--- config.mk ---
export PLATFORM = sky130hd
export DESIGN_NAME = pc_branch_unit
export DESIGN_NICKNAME = d
export VERILOG_FILES = /design/src/rtl/pcu_pkg.sv /design/src/rtl/pcu_target.sv /design/src/rtl/pcu_link.sv /design/src/rtl/pcu_const_seq.sv /design/src/rtl/pc_branch_unit.sv
export SDC_FILE = /design/constraint.sdc
export NUM_CORES = 1
export LEC_CHECK = 0
export BUFFER_PORTS_ARGS = -buffer_cell sky130_fd_sc_hd__clkbuf_2
export CORE_MARGIN = 5
export CORE_UTILIZATION = 52
export CTS_CLUSTER_DIAMETER = 200
export DETAILED_ROUTE_END_ITERATION = 12
export GPL_ROUTABILITY_DRIVEN = 1
export HOLD_SLACK_MARGIN = 0.15
export PLACE_DENSITY = 0.81
export SETUP_SLACK_MARGIN = 0.2
export SLEW_MARGIN = 20
export SYNTH_ARGS = -nofsm -noshare
export SYNTH_HDL_FRONTEND = slang
export SYNTH_SLANG_ARGS = --single-unit
--- constraint.sdc ---
create_clock -name clk -period 3.53 [get_ports clk]
set_input_delay 0.5295 -clock clk [delete_from_list [all_inputs] [get_ports clk]]
set_output_delay 0.5295 -clock clk [all_outputs]
set_load 0.02 [all_outputs]
--- src/rtl/pcu_pkg.sv ---
package pcu_pkg;
  localparam int PCU_PC_W = 17;

  typedef enum logic [2:0] {
    OP_NONE = 3'd0,
    OP_JMP  = 3'd1,
    OP_CALL = 3'd2,
    OP_RET  = 3'd3,
    OP_DJNZ = 3'd4
  } br_op_e;
endpackage

--- src/rtl/pcu_target.sv ---
module pcu_target
  import pcu_pkg::*;
#(
  parameter int PC_W   = PCU_PC_W,
  parameter int DISP_W = 8
) (
  input  logic [PC_W-1:0]   pc_i,
  input  logic [2:0]        op_i,
  input  logic              abs_req_i,
  input  logic              rel_req_i,
  input  logic              stk_mode_i,
  input  logic [PC_W-1:0]   tgt_abs_i,
  input  logic [PC_W-1:0]   tgt_rel_i,
  input  logic [DISP_W-1:0] disp_i,
  input  logic              cond_nz_i,
  input  logic [PC_W-1:0]   pop_data_i,
  output logic              take_o,
  output logic [PC_W-1:0]   target_o,
  output logic              dec_err_o
);
  localparam logic [DISP_W-1:0] DISP_BAD = {1'b1, {(DISP_W-1){1'b0}}};

  function automatic logic [PC_W-1:0] add_wrap(input logic [PC_W-1:0] a,
                                              input logic [PC_W-1:0] b);
    return a + b;
  endfunction

  function automatic logic [PC_W-1:0] widen_disp(input logic [DISP_W-1:0] d);
    return {{(PC_W-DISP_W){d[DISP_W-1]}}, d};
  endfunction

  br_op_e op;
  logic use_abs, use_rel, both_forms, disp_bad;
  logic [PC_W-1:0] form_tgt;

  assign op         = br_op_e'(op_i);
  assign use_abs    = abs_req_i;
  assign use_rel    = rel_req_i & ~abs_req_i;
  assign both_forms = abs_req_i & rel_req_i;
  assign disp_bad   = (disp_i == DISP_BAD);
  assign form_tgt   = use_abs ? tgt_abs_i : add_wrap(pc_i, tgt_rel_i);

  always_comb begin
    take_o    = 1'b0;
    target_o  = form_tgt;
    dec_err_o = both_forms && (op != OP_NONE);
    unique case (op)
      OP_JMP, OP_CALL: take_o = use_abs | use_rel;
      OP_RET: begin
        if (stk_mode_i) begin
          take_o   = 1'b1;
          target_o = pop_data_i;
        end else begin
          take_o   = use_abs | use_rel;
        end
      end
      OP_DJNZ: begin
        if (use_rel && disp_bad) begin
          dec_err_o = 1'b1;
        end else begin
          take_o   = cond_nz_i & (use_abs | use_rel);
          target_o = use_abs ? tgt_abs_i : add_wrap(pc_i, widen_disp(disp_i));
        end
      end
      default: take_o = 1'b0;
    endcase
  end
endmodule

--- src/rtl/pcu_link.sv ---
module pcu_link
  import pcu_pkg::*;
#(
  parameter int PC_W = PCU_PC_W
) (
  input  logic            en_i,
  input  logic            take_i,
  input  logic [2:0]      op_i,
  input  logic            stk_mode_i,
  input  logic [PC_W-1:0] pc_i,
  output logic            link_we_o,
  output logic            push_req_o,
  output logic            pop_req_o,
  output logic [PC_W-1:0] ret_addr_o
);
  logic is_call, is_ret;

  assign is_call    = en_i && take_i && (br_op_e'(op_i) == OP_CALL);
  assign is_ret     = en_i && (br_op_e'(op_i) == OP_RET);
  assign link_we_o  = is_call & ~stk_mode_i;
  assign push_req_o = is_call & stk_mode_i;
  assign pop_req_o  = is_ret & stk_mode_i;
  assign ret_addr_o = pc_i + 1'b1;
endmodule

--- src/rtl/pcu_const_seq.sv ---
module pcu_const_seq #(
  parameter int LDC_CLOCKS = 4
) (
  input  logic clk,
  input  logic rst_n,
  input  logic start_i,
  output logic busy_o,
  output logic advance_o
);
  localparam int CNT_W = $clog2(LDC_CLOCKS);
  localparam logic [CNT_W-1:0] CNT_LOAD = CNT_W'(LDC_CLOCKS - 1);

  logic [CNT_W-1:0] cnt_q;

  always_ff @(posedge clk) begin
    if (!rst_n)                 cnt_q <= '0;
    else if (cnt_q != '0)       cnt_q <= cnt_q - 1'b1;
    else if (start_i)           cnt_q <= CNT_LOAD;
  end

  assign busy_o    = (cnt_q != '0);
  assign advance_o = (cnt_q == CNT_W'(1));

  assert_busy_len_R11: assert property (@(posedge clk) disable iff (!rst_n)
    (start_i && !busy_o) |=> (busy_o && cnt_q == CNT_LOAD));
endmodule

--- src/rtl/pc_branch_unit.sv ---
module pc_branch_unit
  import pcu_pkg::*;
#(
  parameter int PC_W        = PCU_PC_W,
  parameter int DISP_W      = 8,
  parameter int LOCAL_WORDS = 512,
  parameter int LINK_REG    = 'h1EF,
  parameter int LDC_CLOCKS  = 4,
  parameter int LDC_WORDS   = 2
) (
  input  logic                           clk,
  input  logic                           rst_n,
  input  logic [2:0]                     op,
  input  logic                           abs_req,
  input  logic                           rel_req,
  input  logic                           stk_mode,
  input  logic [PC_W-1:0]                tgt_abs,
  input  logic [PC_W-1:0]                tgt_rel,
  input  logic [DISP_W-1:0]              disp,
  input  logic                           cond_nz,
  input  logic [PC_W-1:0]                pop_data,
  input  logic                           ldc_start,
  output logic [PC_W-1:0]                pc,
  output logic [PC_W-1:0]                next_pc,
  output logic                           fetch_local,
  output logic                           link_we,
  output logic [$clog2(LOCAL_WORDS)-1:0] link_addr,
  output logic [PC_W-1:0]                link_data,
  output logic                           push_req,
  output logic [PC_W-1:0]                push_data,
  output logic                           pop_req,
  output logic                           stall,
  output logic                           decode_err
);
  localparam int LA_W = $clog2(LOCAL_WORDS);

  logic [PC_W-1:0] pc_q, target, ret_addr;
  logic take, dec_err, busy, advance, en;

  pcu_const_seq #(.LDC_CLOCKS(LDC_CLOCKS)) u_seq (
    .clk(clk), .rst_n(rst_n), .start_i(ldc_start),
    .busy_o(busy), .advance_o(advance)
  );

  assign en = ~busy & ~ldc_start;

  pcu_target #(.PC_W(PC_W), .DISP_W(DISP_W)) u_tgt (
    .pc_i(pc_q), .op_i(op), .abs_req_i(abs_req), .rel_req_i(rel_req),
    .stk_mode_i(stk_mode), .tgt_abs_i(tgt_abs), .tgt_rel_i(tgt_rel),
    .disp_i(disp), .cond_nz_i(cond_nz), .pop_data_i(pop_data),
    .take_o(take), .target_o(target), .dec_err_o(dec_err)
  );

  pcu_link #(.PC_W(PC_W)) u_link (
    .en_i(en), .take_i(take), .op_i(op), .stk_mode_i(stk_mode), .pc_i(pc_q),
    .link_we_o(link_we), .push_req_o(push_req), .pop_req_o(pop_req),
    .ret_addr_o(ret_addr)
  );

  always_comb begin
    if (advance)          next_pc = pc_q + PC_W'(LDC_WORDS);
    else if (!en)         next_pc = pc_q;
    else if (take)        next_pc = target;
    else                  next_pc = pc_q + 1'b1;
  end

  always_ff @(posedge clk) begin
    if (!rst_n) pc_q <= '0;
    else        pc_q <= next_pc;
  end

  assign pc          = pc_q;
  assign fetch_local = (pc_q < PC_W'(LOCAL_WORDS));
  assign link_addr   = LA_W'(LINK_REG);
  assign link_data   = ret_addr;
  assign push_data   = ret_addr;
  assign stall       = busy;
  assign decode_err  = en & dec_err;

  assert_seq_step_R2: assert property (@(posedge clk) disable iff (!rst_n)
    (en && !take) |=> pc_q == PC_W'($past(pc_q) + 1'b1));
  assert_abs_load_R4: assert property (@(posedge clk) disable iff (!rst_n)
    (en && take && abs_req && (op == OP_JMP || op == OP_CALL)) |=> pc_q == $past(tgt_abs));
  assert_link_addr_R7: assert property (@(posedge clk) disable iff (!rst_n)
    link_we |-> link_data == PC_W'(pc_q + 1'b1));
  assert_one_store_R8: assert property (@(posedge clk) disable iff (!rst_n)
    !(link_we && push_req));
  assert_pop_load_R9: assert property (@(posedge clk) disable iff (!rst_n)
    pop_req |=> pc_q == $past(pop_data));
  assert_hold_R11: assert property (@(posedge clk) disable iff (!rst_n)
    (busy && !advance) |=> pc_q == $past(pc_q));
  assert_skip_R11: assert property (@(posedge clk) disable iff (!rst_n)
    advance |=> pc_q == PC_W'($past(pc_q) + LDC_WORDS));
  assert_quiet_R11: assert property (@(posedge clk) disable iff (!rst_n)
    busy |-> !(link_we || push_req || pop_req || decode_err));
endmodule

==> flow_summary.yaml, run 1 <==
placed_design:
  place_area_sq_mm: 0.005199
  globalplace.congestion: 0.9800
  dpl.cell_count: 856
  io_buffers: 142
  detailedPlacementHpwl_um: 14330
final_layout:
  layout-drive-gt1-share_pct: 37.45
  nets: 869
  antennaDiodeCount: 0
  final_core_util_pct: 71.26
  fill_cells: 712
  layout.area.seq_sq_um: 391.6
  multiInputGateArea_sq_mm: 0.003861
  area_growth_syn_to_layout_pct: 35.52
  stdcell_count: 866
  stdcell_area_sq_mm: 0.005767
sta:
  post-route-min-period_ps: 3357
  clock-skew-final_ps: 6.141
  clock.fmax_mhz: 297.9
  grt_setup_unrepaired: "true"
  slew_violations: 0
  tightestPinTransition_ps: 633.0
  min_period_over_period_pct: 95.09
  hold_viol: 0
  slew_headroom_pct: 57.80
  setup_violations: 0
floorplanning:
  coreArea_sq_mm: 0.008093
  io_pins: 152
  die_height_um: 100.5
  floorplan.rows: 33
  die_width_um: 100.5
  floorplan.initialDensity_pct: 52.58
  die-area_sq_mm: 0.01009
yosys:
  async_sr_flop_fraction_pct: 0
  synthFlopType: "sky130_fd_sc_hd__dfxtp_1"
  syn-mean-instance-area_sq_um: 7.045
  synthesized_instance_count: 604
  post_synth_main_area_contributors: "sky130_fd_sc_hd__ha_1 11%, sky130_fd_sc_hd__dfxtp_1 8.9%, sky130_fd_sc_hd__a21oi_1 5.5%"
  synth_top_area_share_pct: 10.59
  part_of_the_yosys_area_used_for_sequential_elements_pct: 8.939
  netlist_area_sq_mm: 0.004255
  synth_warnings: 0
  post-synth-top-area-cell: "sky130_fd_sc_hd__ha_1"
  synth_most_common_cell: "sky130_fd_sc_hd__nand2_1"
  synth-edff-count: 0
  synth_commonest_cells: "50 x sky130_fd_sc_hd__nand2_1, 48 x sky130_fd_sc_hd__nor2_1, 47 x sky130_fd_sc_hd__a21oi_1, 36 x sky130_fd_sc_hd__ha_1, 31 x sky130_fd_sc_hd__nand3_1"
  ys_ff_latch: 19
  synthDistinctLibCells: 74
power_and_ir_drop:
  total_power_mw: 2.405
  power.density_mw_per_mm2: 417.1
  peakVddDrop_mv: 0.2658
  total_leakage_power_nw: 2.643
clocking:
  cts.htree.levels: 1
  cts_tree: "yes"
  cts.sink_count: 19
  clkSlewWorstSetupHoldPaths_ps: 90
  cts_inserted_buffers: 3
  cts-root-buf: "sky130_fd_sc_hd__clkbuf_8"
  clock_insertion_delay_worst_skew_ps: 270
  postCtsHoldBufs: 0
  max-clock-path-buffers: 2
critical_path:
  regToRegEndpoint: "pc[8]$_SDFF_PN0_"
  worst-setup-path-type: "in2out"
  critical_path.reg2reg.startpoint: "pc[0]$_SDFF_PN0_"
  cp_max_fo: 4
  endpoint_kind: "primary output"
  worstPathRequired_ps: 3000
  critPathLaunchType: "input port"
  timing.critical_path.buf_inv: 4
  count_of_cells_along_the_worst_register_to_register_path: 12
  crit_path_cell_trace: "buf_6 > buf_6 > or4b_4 > o311ai_4 > buf_6 > nor2_4 > a221o_1 > o31ai_4 > nand3_2 > buf_8"
  timing_endpoint_of_the_critical_path: "next_pc[15]"
  cpMaxStageDelayCell: "sky130_fd_sc_hd__or4b_4"
  critical_path_depth: 10
  cp_slowest_stage_delay_ps: 580
  critPathTopFamily: "compound AO/OA/AOI/OAI gates"
  critical_path.most_common_cell: "sky130_fd_sc_hd__buf_6"
  setup.reg_to_reg.worst_slack_ps: 930
  startpoint: "disp[1]"
  cp.arrival_ps: 2830
detailed_routing:
  drc: 0
  post_drt_wl_per_cell_um: 20.79
  detail_route.wirelength_um: 18000
  starting_drt_drc_count: 479
  ant_nets: 0
  drt_pass1_iterations: 6
  post_drt_via_cell_ratio: 6.551
  detailroute.via_count: 5673
global_routing:
  grt_max_degree: 28
  via_count_of_the_first_global_routing_pass: 5255
  grt_usage_pct: 33.65
  number_of_antenna_violations_at_the_first_check_in_global_routing: 0
  globalRoute.totalOverflow: 0
  grt_pass1_wl_um: 27110
min_path:
  hp-start: "u_seq.cnt_q[0]$_SDFFE_PN0N_"
  hold_path.class: "reg2reg"
  whs_path_depth: 1
job:
  cap_violations: 0
status:
  outcome: "completed"
[flip-flops by register name, indices dropped and copies added, names as in the netlist]
name,count
pc,17
u_seq.cnt_q,2
[what timing repair did]
action                     in CTS  in global routing
setup endpoints to repair      12                 14
setup buffers                   2                  4
pin swaps                       6                 22
resized for setup              37                 73
[worst register-to-register path, delay by kind of cell, from the launching register on]
kind	cells	cell delay, ps
fa+ha+maj	2	540
flops	1	380
xor+xnor	1	190
buf+inv	3	400
compound gates	6	940
[cell families (layout without fill, tap and decap cells)]
family / count (synthesis) / count (layout) / share of synthesized area [%]
AO/OA/AOI/OAI: 208 / 208 / 34.76
flip-flops: 19 / 19 / 8.938
buffers and inverters: 82 / 232 / 10.50
multiplexers: 3 / 3 / 0.7057
adder cells (fa/ha/maj): 38 / 38 / 11.53
XOR/XNOR: 37 / 37 / 7.615
other: 2 / 9 / 0.1765
AND/OR/NAND/NOR: 215 / 215 / 25.79
[stage by stage]
stage,setup WS (ps),TNS (ps),hold slack [ps]
6_report,173.3,0,505.1
5_1_grt,114.1,0,551.8
4_1_cts,174.4,0,509.5
3_5_place_dp,-77.77,-93.38,500.4
3_3_place_gp,-26.47,-26.47,477.4
2_1_floorplan,222.8,0,465.2
[per-layer routing]
metal	track usage (%)	up-vias	part of all wire (%)
met5	0	-	0
met4	14.51	0	5.4
met3	4.844	67	11
met2	56.88	382	46
met1	42.53	2654	38
li1	-	2570	-
[how the worst min path moves through the flow]
stage	to	slack, ps
floorplan	u_seq.cnt_q[0]$_SDFFE_PN0N_	470
global placement	u_seq.cnt_q[0]$_SDFFE_PN0N_	480
detailed placement	u_seq.cnt_q[0]$_SDFFE_PN0N_	500
CTS	u_seq.cnt_q[0]$_SDFFE_PN0N_	510
global route	u_seq.cnt_q[0]$_SDFFE_PN0N_	550
finish	u_seq.cnt_q[0]$_SDFFE_PN0N_	510
[report_power, final]
part           switching (mW)  internal, mW
clock network          0.0889        0.0808
registers              0.0710         0.256
logic                    1.16         0.750
[cells in the final DEF, fill, tap and decap left out, drive strengths merged, types with 9 or more instances in the layout]
cell and n:
o31ai 12, xnor2 20, clkbuf 136, ha 36, conb 9, a21oi 47, a21o 11, a31oi 10
a211oi 12, nand2b 9, nor3 18, xor2 17, nand2 51, nor2 49, or4 9, inv 23
nand3 32, buf 73, dfxtp 19, o21ai 31, nor2b 9, o211ai 9
[area by class of cell]
class                   count  area share [%]
flip-flops and latches     19           6.791
clock buffers               4          0.7811
well taps                 105           2.278
inverters                  23           1.497
repair buffers            205           21.70
multi-input cells         510           66.96
(Power assumes the default switching activity.)
==> inputs of run 2 (changes only) <==
RECOVER_POWER = 100   (was not set)
==> run 2 against run 1 <==
Net effect:
- wire length is 0.24% higher
- power is 1.7% lower
- global-route usage stayed put
- critical path depth stayed put
- critical endpoint is now next_pc[5]
- largest cell class unchanged
==> flow_summary.yaml, run 2 (synthesis gave the netlist of run 1 again) <==
detailed_routing:
  post_drt_via_cell_ratio: 6.482
  starting_drt_drc_count: 396
  detail_route.wirelength_um: 18040
  drt_pass1_iterations: 5
  post_drt_wl_per_cell_um: 20.83
  ant_nets: 0
  drc: 0
  detailroute.via_count: 5613
power_and_ir_drop:
  total_leakage_power_nw: 2.428
  peakVddDrop_mv: 0.2512
  power.density_mw_per_mm2: 419.1
  sequentialPowerShare_pct: 13.7
  power.switching_fraction_pct: 55.53
  p_comb_share_pct: 78.9
  pwr-share-clk_pct: 7.3
  internal_power_mw: 1.051
  switchingPower_mw: 1.313
critical_path:
  setup.reg_to_reg.worst_slack_ps: 870
  critPathLaunchType: "input port"
  endpoint_kind: "primary output"
  worst-setup-path-type: "in2out"
  cp_max_fo: 8
  worstPathRequired_ps: 3000
  cp.arrival_ps: 2880
clocking:
  cts.sink_count: 19
  max-clock-path-buffers: 2
  cts-root-buf: "sky130_fd_sc_hd__clkbuf_8"
  cts_inserted_buffers: 3
  postCtsHoldBufs: 0
  cts_tree: "yes"
  clock_insertion_delay_worst_skew_ps: 280
  cts.htree.levels: 1
  clkSlewWorstSetupHoldPaths_ps: 90
placed_design:
  place_area_sq_mm: 0.005199
  io_buffers: 142
  detailedPlacementHpwl_um: 14330
  globalplace.congestion: 0.9800
floorplanning:
  io_pins: 152
  floorplan.rows: 33
  die_width_um: 100.5
  die_height_um: 100.5
  die-area_sq_mm: 0.01009
  floorplan.initialDensity_pct: 52.58
  coreArea_sq_mm: 0.008093
global_routing:
  grt_max_degree: 28
  grt_pass1_wl_um: 27110
  grt_usage_pct: 33.65
  globalRoute.totalOverflow: 0
  via_count_of_the_first_global_routing_pass: 5255
  number_of_antenna_violations_at_the_first_check_in_global_routing: 0
sta:
  clock-skew-final_ps: 9.506
  slew_headroom_pct: 58.42
  tightestPinTransition_ps: 623.1
  slew_violations: 0
  grt_setup_unrepaired: "true"
  post-route-min-period_ps: 3407
  hold_viol: 0
  setup_violations: 0
  min_period_over_period_pct: 96.53
  clock.fmax_mhz: 293.5
final_layout:
  layout_common_cells: "80 x sky130_fd_sc_hd__clkbuf_2, 58 x sky130_fd_sc_hd__buf_4, 55 x sky130_fd_sc_hd__clkbuf_1"
  nets: 869
  layout-drive-gt1-share_pct: 29.04
  stdcell_area_sq_mm: 0.005640
  largest_reg_flops: 17
  area_growth_syn_to_layout_pct: 32.55
  final_core_util_pct: 69.70
  antennaDiodeCount: 0
  layout_commonest_cell: "sky130_fd_sc_hd__clkbuf_2"
min_path:
  hold_path.class: "reg2reg"
job:
  cap_violations: 0
status:
  outcome: "completed"
==> run 2: timing repair <==
action | 4_1_cts | 5_1_grt
setup buffers | 2 | 4
resized for setup | 37 | 73
setup endpoints to repair | 12 | 14
pin swaps | 6 | 22
==> run 2: power by group through the flow <==
stage | combinational [mW] | clock (mW) | sequential, mW
floorplan | 1.10 | 0 | 0.352
global placement | 1.67 | 0 | 0.322
detailed placement | 1.69 | 0 | 0.324
CTS | 1.74 | 0.174 | 0.321
global route | 2.00 | 0.180 | 0.327
finish | 1.87 | 0.173 | 0.325
==> run 2: area by class of cell <==
class                   instances  area, sq um
clock buffers                   4        45.04
fillers                       752         2452
inverters                      23        86.33
multi-input cells             510         3810
flip-flops and latches         19        389.1
well taps                     105        131.4
repair buffers                205         1179
==> run 2: per-layer routing <==
metal  up-vias  part of all wire [%]  global-route usage (%)
met5         -                     0                       0
met3        71                    10                   4.844
li1       2575                     -                       -
met2       397                    46                   56.88
met4         0                   5.3                   14.51
met1      2570                    38                   42.53
==> run 2: worst paths after layout <==
| kind | from | depth (start not counted) | end |
|---|---|---|---|
| worst min register to register | u_seq.cnt_q[0]$_SDFFE_PN0N_ | 1 | u_seq.cnt_q[0]$_SDFFE_PN0N_ |
| worst max register to register | pc[0]$_SDFF_PN0_ | 12 | pc[8]$_SDFF_PN0_ |
| worst min-delay path | u_seq.cnt_q[0]$_SDFFE_PN0N_ | 1 | u_seq.cnt_q[0]$_SDFFE_PN0N_ |
| worst max-delay path | disp[1] | 10 | next_pc[5] |
==> run 2: worst max-delay path, stage by stage <==
cell	delay (ps)
sky130_fd_sc_hd__buf_6	100
sky130_fd_sc_hd__buf_6	100
sky130_fd_sc_hd__or4b_4	580
sky130_fd_sc_hd__o311a_1	430
sky130_fd_sc_hd__nor2_1	370
sky130_fd_sc_hd__a32oi_1	120
sky130_fd_sc_hd__o211ai_1	250
sky130_fd_sc_hd__o211ai_1	150
sky130_fd_sc_hd__nand2_1	90
sky130_fd_sc_hd__clkbuf_2	160
==> run 2: stage by stage <==
stage	std cells	hold WS (ps)	setup slack [ps]	power, mW	setup TNS, ps
final	866	506.6	122.7	2.364	0
after global routing	866	551.8	59.62	2.505	0
after CTS	862	509.5	174.4	2.236	0
after detailed placement	856	500.4	-77.77	2.011	-93.38
after global placement	856	477.4	-26.47	1.990	-26.47
after floorplan	611	465.2	222.8	1.451	0
